==> config.mk <==
export PLATFORM = sky130hd
export DESIGN_NAME = async_tx_engine
export DESIGN_NICKNAME = d
export VERILOG_FILES = /design/src/rtl/atx_pkg.sv /design/src/rtl/atx_fmt_decode.sv /design/src/rtl/atx_rate_sel.sv /design/src/rtl/atx_bit_timer.sv /design/src/rtl/atx_shifter.sv /design/src/rtl/async_tx_engine.sv
export SDC_FILE = /design/constraint.sdc
export NUM_CORES = 1
export LEC_CHECK = 0
export ABC_AREA = 1
export BUFFER_PORTS_ARGS = -buffer_cell sky130_fd_sc_hd__buf_2
export CORE_MARGIN = 2
export CORE_UTILIZATION = 52
export DETAILED_ROUTE_END_ITERATION = 10
export PLACE_DENSITY = 0.75
export SYNTH_ARGS = -nofsm -noshare
export SYNTH_HDL_FRONTEND = slang
export SYNTH_HIERARCHICAL = 1
export SYNTH_SLANG_ARGS = --single-unit
==> constraint.sdc <==
create_clock -name clk -period 1.9 [get_ports clk]
set_clock_uncertainty 0.2 [all_clocks]
set_input_delay 0.285 -clock clk [delete_from_list [all_inputs] [get_ports clk]]
set_output_delay 0.285 -clock clk [all_outputs]
set_load 0.02 [all_outputs]
==> src/rtl/atx_pkg.sv <==
`timescale 1ns/1ps
// Package: shared types for the asynchronous transmitter engine.
// Assumes: nothing beyond IEEE 1800-2017.
package atx_pkg;

    // Engine phase: idle/start check, data+parity shifting, stop bits.
    typedef enum logic [1:0] {
        TX_IDLE = 2'd0,
        TX_DATA = 2'd1,
        TX_STOP = 2'd2
    } tx_phase_t;

    // Decoded word format.
    typedef struct packed {
        logic eight;     // 1: eight data bits, 0: seven
        logic par_en;    // parity bit present
        logic par_odd;   // odd parity when par_en
        logic two_stop;  // two stop bits
    } tx_fmt_t;

endpackage

==> src/rtl/atx_fmt_decode.sv <==
`timescale 1ns/1ps
// Module: atx_fmt_decode
// Turns the 3-bit word format code into data width, parity and stop-bit
// fields. Purely combinational. Assumes the code is stable during a frame.
module atx_fmt_decode
    import atx_pkg::*;
(
    input  logic [2:0] fmt_sel,
    output tx_fmt_t    fmt
);

    // Format table lookup.
    always_comb begin
        unique case (fmt_sel)
            3'd0:    fmt = '{eight: 1'b0, par_en: 1'b1, par_odd: 1'b0, two_stop: 1'b1};
            3'd1:    fmt = '{eight: 1'b0, par_en: 1'b1, par_odd: 1'b1, two_stop: 1'b1};
            3'd2:    fmt = '{eight: 1'b0, par_en: 1'b1, par_odd: 1'b0, two_stop: 1'b0};
            3'd3:    fmt = '{eight: 1'b0, par_en: 1'b1, par_odd: 1'b1, two_stop: 1'b0};
            3'd4:    fmt = '{eight: 1'b1, par_en: 1'b0, par_odd: 1'b0, two_stop: 1'b1};
            3'd5:    fmt = '{eight: 1'b1, par_en: 1'b0, par_odd: 1'b0, two_stop: 1'b0};
            3'd6:    fmt = '{eight: 1'b1, par_en: 1'b1, par_odd: 1'b0, two_stop: 1'b0};
            default: fmt = '{eight: 1'b1, par_en: 1'b1, par_odd: 1'b1, two_stop: 1'b0};
        endcase
    end

endmodule

==> src/rtl/atx_rate_sel.sv <==
`timescale 1ns/1ps
// Module: atx_rate_sel
// Maps the 2-bit divide code to a "ticks per bit minus one" terminal count
// and a park flag (code 3) that blocks new frames.
// Assumes: every ratio parameter is between 1 and 2**CNT_W.
module atx_rate_sel #(
    parameter int DIV_LO  = 1,
    parameter int DIV_MID = 16,
    parameter int DIV_HI  = 64,
    parameter int CNT_W   = 7
) (
    input  logic [1:0]       div_sel,
    output logic [CNT_W-1:0] ratio_m1,
    output logic             park
);

    localparam logic [CNT_W-1:0] LO_M1  = CNT_W'(DIV_LO - 1);
    localparam logic [CNT_W-1:0] MID_M1 = CNT_W'(DIV_MID - 1);
    localparam logic [CNT_W-1:0] HI_M1  = CNT_W'(DIV_HI - 1);

    // Terminal count and park decode.
    always_comb begin
        park = 1'b0;
        unique case (div_sel)
            2'd0:    ratio_m1 = LO_M1;
            2'd1:    ratio_m1 = MID_M1;
            2'd2:    ratio_m1 = HI_M1;
            default: begin
                ratio_m1 = HI_M1;
                park     = 1'b1;
            end
        endcase
    end

endmodule

==> src/rtl/atx_bit_timer.sv <==
`timescale 1ns/1ps
// Module: atx_bit_timer
// Counts transmit-clock ticks within one bit. It is held at zero while
// run is low. bit_end marks the tick that completes a bit period.
// Assumes: ratio_m1 does not change while run is high.
module atx_bit_timer #(
    parameter int CNT_W = 7
) (
    input  logic             clk,
    input  logic             rst_n,
    input  logic             run,
    input  logic             tick,
    input  logic [CNT_W-1:0] ratio_m1,
    output logic             bit_end
);

    logic [CNT_W-1:0] cnt;

    assign bit_end = run && tick && (cnt == ratio_m1);

    // Tick counter: clear when idle or at end of bit, else count ticks.
    always_ff @(posedge clk) begin
        if (!rst_n || !run) begin
            cnt <= '0;
        end else if (bit_end) begin
            cnt <= '0;
        end else if (tick) begin
            cnt <= cnt + 1'b1;
        end
    end

endmodule

==> src/rtl/atx_shifter.sv <==
`timescale 1ns/1ps
// Module: atx_shifter
// Right-shifting data register with a running XOR of every bit shifted out.
// load has priority over step.
// Assumes: a step never comes in the same cycle as a load.
module atx_shifter #(
    parameter int W = 8
) (
    input  logic         clk,
    input  logic         rst_n,
    input  logic         load,
    input  logic [W-1:0] load_data,
    input  logic         step,
    output logic         lsb,
    output logic         par_acc
);

    logic [W-1:0] sr;

    assign lsb = sr[0];

    // Shift register and parity accumulator update.
    always_ff @(posedge clk) begin
        if (!rst_n) begin
            sr      <= '0;
            par_acc <= 1'b0;
        end else if (load) begin
            sr      <= load_data;
            par_acc <= 1'b0;
        end else if (step) begin
            sr      <= {1'b0, sr[W-1:1]};
            par_acc <= par_acc ^ sr[0];
        end
    end

endmodule

==> src/rtl/async_tx_engine.sv <==
`timescale 1ns/1ps
// Module: async_tx_engine
// Tick-driven asynchronous transmitter. On an idle tick with a byte waiting
// and clear-to-send low, it loads the byte, pulses tdre_set and drives the
// start bit. It then sends the data bits LSB first, an optional parity bit
// and one or two stop bits, each held for the selected number of ticks.
// Assumes: fmt_sel and div_sel are stable while a frame is in flight, and
// tick is a single-cycle enable synchronous to clk.
module async_tx_engine #(
    parameter int DIV_LO  = 1,
    parameter int DIV_MID = 16,
    parameter int DIV_HI  = 64
) (
    input  logic       clk,
    input  logic       rst_n,
    input  logic       tick,
    input  logic [7:0] tx_byte,
    input  logic       tdr_empty,
    input  logic       cts_n,
    input  logic [2:0] fmt_sel,
    input  logic [1:0] div_sel,
    output logic       tdre_set,
    output logic       txd
);
    import atx_pkg::*;

    localparam int CNT_W  = $clog2(DIV_HI + 1);
    localparam int BYTE_W = 8;
    localparam int IDX_W  = $clog2(BYTE_W + 2);

    tx_phase_t          phase;
    logic [IDX_W-1:0]   bit_idx;
    tx_fmt_t            fmt;
    logic [CNT_W-1:0]   ratio_m1;
    logic               park;
    logic               bit_end;
    logic               sh_lsb;
    logic               sh_par;
    logic               start_go;
    logic               step;
    logic [IDX_W-1:0]   data_bits;
    logic [IDX_W-1:0]   last_stop;

    atx_fmt_decode u_fmt (
        .fmt_sel (fmt_sel),
        .fmt     (fmt)
    );

    atx_rate_sel #(
        .DIV_LO  (DIV_LO),
        .DIV_MID (DIV_MID),
        .DIV_HI  (DIV_HI),
        .CNT_W   (CNT_W)
    ) u_rate (
        .div_sel  (div_sel),
        .ratio_m1 (ratio_m1),
        .park     (park)
    );

    atx_bit_timer #(
        .CNT_W (CNT_W)
    ) u_timer (
        .clk      (clk),
        .rst_n    (rst_n),
        .run      (phase != TX_IDLE),
        .tick     (tick),
        .ratio_m1 (ratio_m1),
        .bit_end  (bit_end)
    );

    atx_shifter #(
        .W (BYTE_W)
    ) u_shift (
        .clk       (clk),
        .rst_n     (rst_n),
        .load      (start_go),
        .load_data (tx_byte),
        .step      (step),
        .lsb       (sh_lsb),
        .par_acc   (sh_par)
    );

    // Per-format counts and handshake qualifiers.
    assign data_bits = fmt.eight ? IDX_W'(BYTE_W) : IDX_W'(BYTE_W - 1);
    assign last_stop = fmt.two_stop ? IDX_W'(1) : IDX_W'(0);
    assign start_go  = (phase == TX_IDLE) && tick && !tdr_empty && !cts_n && !park;
    assign step      = (phase == TX_DATA) && bit_end && (bit_idx < data_bits);

    // Frame sequencer: start bit, data, parity, stop bits, back to idle.
    always_ff @(posedge clk) begin
        if (!rst_n) begin
            phase    <= TX_IDLE;
            bit_idx  <= '0;
            txd      <= 1'b1;
            tdre_set <= 1'b0;
        end else begin
            tdre_set <= 1'b0;
            unique case (phase)
                TX_IDLE: begin
                    bit_idx <= '0;
                    if (start_go) begin
                        phase    <= TX_DATA;
                        txd      <= 1'b0;
                        tdre_set <= 1'b1;
                    end else begin
                        txd <= 1'b1;
                    end
                end
                TX_DATA: begin
                    if (bit_end) begin
                        if (bit_idx < data_bits) begin
                            txd     <= sh_lsb;
                            bit_idx <= bit_idx + 1'b1;
                        end else if (bit_idx == data_bits && fmt.par_en) begin
                            txd     <= sh_par ^ fmt.par_odd;
                            bit_idx <= bit_idx + 1'b1;
                        end else begin
                            txd     <= 1'b1;
                            phase   <= TX_STOP;
                            bit_idx <= '0;
                        end
                    end
                end
                TX_STOP: begin
                    if (bit_end) begin
                        if (bit_idx == last_stop) begin
                            phase   <= TX_IDLE;
                            bit_idx <= '0;
                        end else begin
                            bit_idx <= bit_idx + 1'b1;
                        end
                    end
                end
                default: begin
                    phase <= TX_IDLE;
                    txd   <= 1'b1;
                end
            endcase
        end
    end

endmodule

==> metrics.yaml <==
syn_to_final_growth_pct: 30.4
holdWs_ns: 0.0635
drc: 0
max-vdd-ir-drop_mv: 0.436
cts_tree: "done"
p_total_mw: 1.79
grt_antenna_before_repair: 0
synth.distinct_cells: 29
dr.pass1.iters: 4
drt-initial-drc-count: 35
startpoint_type: "register"
cp.arrival_ns: 1.99
ant_nets: 0
cp_max_fo: 3
period_minus_slack_ns: 1.93
die_h_um: 61.3
violations: "negative setup slack"
clkTransAtPathRegs_ns: 0.14
root_buffer: "clkbuf_4"
start_util: 0.555
io_pins: 20
clock-sinks: 24
p_leak_nw: 1.13
worstPathCellList: "inv_2 -> ha_4 -> inv_2 -> nand2_1 -> nor2_1 -> nand2_1 -> nor2_1 -> nand2_1 -> inv_1 -> inv_2 -> o21ai_4 -> inv_2 -> a21oi_4 -> inv_2 -> nor2_4 -> nor2_1 -> nor2_1"
cpPeakStageDelay_ns: 0.36
cp_slowest_cell: "dfxtp_2"
critPathCaptureType: "register"
grt_pass1_vias: 1560
slew_viol_final: 0
synth.cell_area_um2: 1710
syn_inst: 271
max_freq_mhz: 519
drv_cap: 0
setup_violations: 2
vias_per_cell: 4.64
final.setup.worst_slack_ns: -0.0267
overflow: 0
grt_use_total: 0.215
period_share: 1.01
ys_seq_area_frac: 0.281
critical_path.top_delay_family: "simple AND/OR/NAND/NOR gates"
worstPathBufferInverterCount: 6
fin_util: 0.724
globalplace.congestion: 0.829
dpl_worst_slack_ns: -0.153
syn-num-nets: 300
dieArea_um2: 3760
layout-drive-gt1-share: 0.306
io_buffers: 19
cts_buffer_depth: 2
grt_max_degree: 15
fin_tns_setup_ns: -0.0366
critPathKind: "reg2reg"
core_area_um2: 3080
syn_avg_cell_area_um2: 6.30
cts_made_buffers: 3
die_w_um: 61.3
final-hold-violation-count: 0
grt_pass1_wl_um: 6210
rsz0062_at_grt: "true"
worstHoldPathType: "in2reg"
wl_per_cell_um: 10.1
layout.nets: 347
synth_seq_cells: 24
insertion_delay_ns: 0.32
insertedDiodeCount: 0
rows: 20
dpl.hpwl_um: 2710
cts_max_level: 1
num_vias: 1676
timing.critical_path.mode_cell: "inv_2"
wirelength_um: 3660
power.density_nw_per_um2: 803
status: "finished, violations left"
cp_data_required_time_ns: 1.96
ys_warn_count: 6
## worst paths after layout
check / startpoint / endpoint / slack [ns] / cells after the start
max: phase[0]$_SDFFE_PN0P_ / phase[1]$_SDFFE_PN0P_ / -0.03 / 17
min: tx_byte[2] / u_shift/sr[2]$_SDFFE_PN0P_ / 0.06 / 5
max reg2reg: phase[0]$_SDFFE_PN0P_ / phase[1]$_SDFFE_PN0P_ / -0.03 / 17
min reg2reg: u_shift/sr[6]$_SDFFE_PN0P_ / u_shift/sr[6]$_SDFFE_PN0P_ / 0.27 / 2
## cell usage in the layout (no fill, tap or decap), drive strengths merged
cell type	netlist	routed
nand2	88	88
inv	54	54
buf	7	50
nor2	28	28
dfxtp	24	24
a21oi	18	18
nand3	17	17
ha	11	11
xor2	5	5
o21ai	4	4
xnor2	3	3
clkbuf	2	3
nor3	3	3
nand4	2	2
clkinvlp	0	1
o31ai	1	1
nand3b	1	1
o21a	1	1
bufinv	0	1
dlygate4sd3	0	1
conb	1	1
## kinds of logic (layout without fill, tap and decap cells)
logic type | after synthesis | in the layout | share of synthesized area
compound gates | 24 | 24 | 0.0828
buf+inv | 64 | 110 | 0.162
flops | 24 | 24 | 0.281
xor+xnor | 8 | 8 | 0.0410
simple gates | 139 | 139 | 0.350
fa+ha+maj | 11 | 11 | 0.0806
other cells | 1 | 1 | 0.00220
## timing repair
| action | CTS | global route |
|---|---|---|
| hold buffers | 0 | 1 |
| pin swaps | 5 | 8 |
| setup endpoints to repair | 9 | 21 |
| setup buffers | 3 | 2 |
| resized for setup | 2 | 20 |
| hold endpoints to repair | 0 | 1 |
## worst register-to-register path, cell delays in order (launching register included)
cell and delay (ns):
dfxtp_2 0.36, inv_2 0.05, ha_4 0.16, inv_2 0.05
nand2_1 0.05, nor2_1 0.08, nand2_1 0.05, nor2_1 0.10
nand2_1 0.08, inv_1 0.07, inv_2 0.06, o21ai_4 0.08
inv_2 0.07, a21oi_4 0.14, inv_2 0.06, nor2_4 0.08
nor2_1 0.06, nor2_1 0.10
## metrics by stage
step	instance area [µm²]	cells
floorplan	1750	271
global placement	2040	351
detailed placement	2040	351
CTS	2110	358
global route	2230	361
finish	2230	361
## report_power, final
| group | leakage [nW] | internal, mW | switching [mW] |
|---|---|---|---|
| registers | 0.195 | 0.548 | 0.0248 |
| clock network | 0.0279 | 0.213 | 0.163 |
| logic | 0.904 | 0.386 | 0.452 |
## state kept, by name, indices dropped and copies added (netlist names)
name	flops
u_shift/par_acc	1
txd	1
tdre_set	1
phase	2
bit_idx	4
u_shift/sr	8
u_timer/cnt	7
## per-layer routing
metal,routed length [µm],track usage,share of wire
met5,0,0,0
met1,1850,0.279,0.51
met3,75,0.0273,0.020
met4,36,0.0714,0.0098
met2,1700,0.369,0.46
## cells in the mapped netlist
| master | n | area share |
|---|---|---|
| a21oi_1 | 16 | 0.047 |
| a21oi_2 | 2 | 0.010 |
| buf_4 | 5 | 0.022 |
| buf_6 | 2 | 0.013 |
| clkbuf_1 | 2 | 0.0044 |
| clkinv_1 | 1 | 0.0022 |
| conb_1 | 1 | 0.0022 |
| dfxtp_1 | 24 | 0.28 |
| ha_1 | 11 | 0.081 |
| inv_1 | 49 | 0.11 |
| inv_2 | 4 | 0.0088 |
| inv_4 | 1 | 0.0037 |
| nand2_1 | 85 | 0.19 |
| nand2_2 | 3 | 0.011 |
| nand3_1 | 15 | 0.044 |
| nand3_2 | 2 | 0.012 |
| nand3b_1 | 1 | 0.0044 |
| nand4_1 | 2 | 0.0073 |
| nor2_1 | 22 | 0.048 |
| nor2_2 | 5 | 0.018 |
| nor2_4 | 1 | 0.0066 |
| nor3_1 | 2 | 0.0059 |
| nor3_2 | 1 | 0.0059 |
| o21a_1 | 1 | 0.0044 |
| o21ai_0 | 3 | 0.0088 |
| o21ai_2 | 1 | 0.0051 |
| o31ai_2 | 1 | 0.0073 |
| xnor2_1 | 3 | 0.015 |
| xor2_1 | 5 | 0.026 |
## cell type report
class / count / area, µm²
clock inverter: 1 / 30.0
tap: 44 / 55.1
fill: 281 / 851
multi-input combinational: 183 / 1070
timing repair buffer: 51 / 350
sequential: 24 / 483
inverter: 55 / 213
clock buffer: 3 / 22.5
Note: power is estimated with default switching activity, not from simulation.
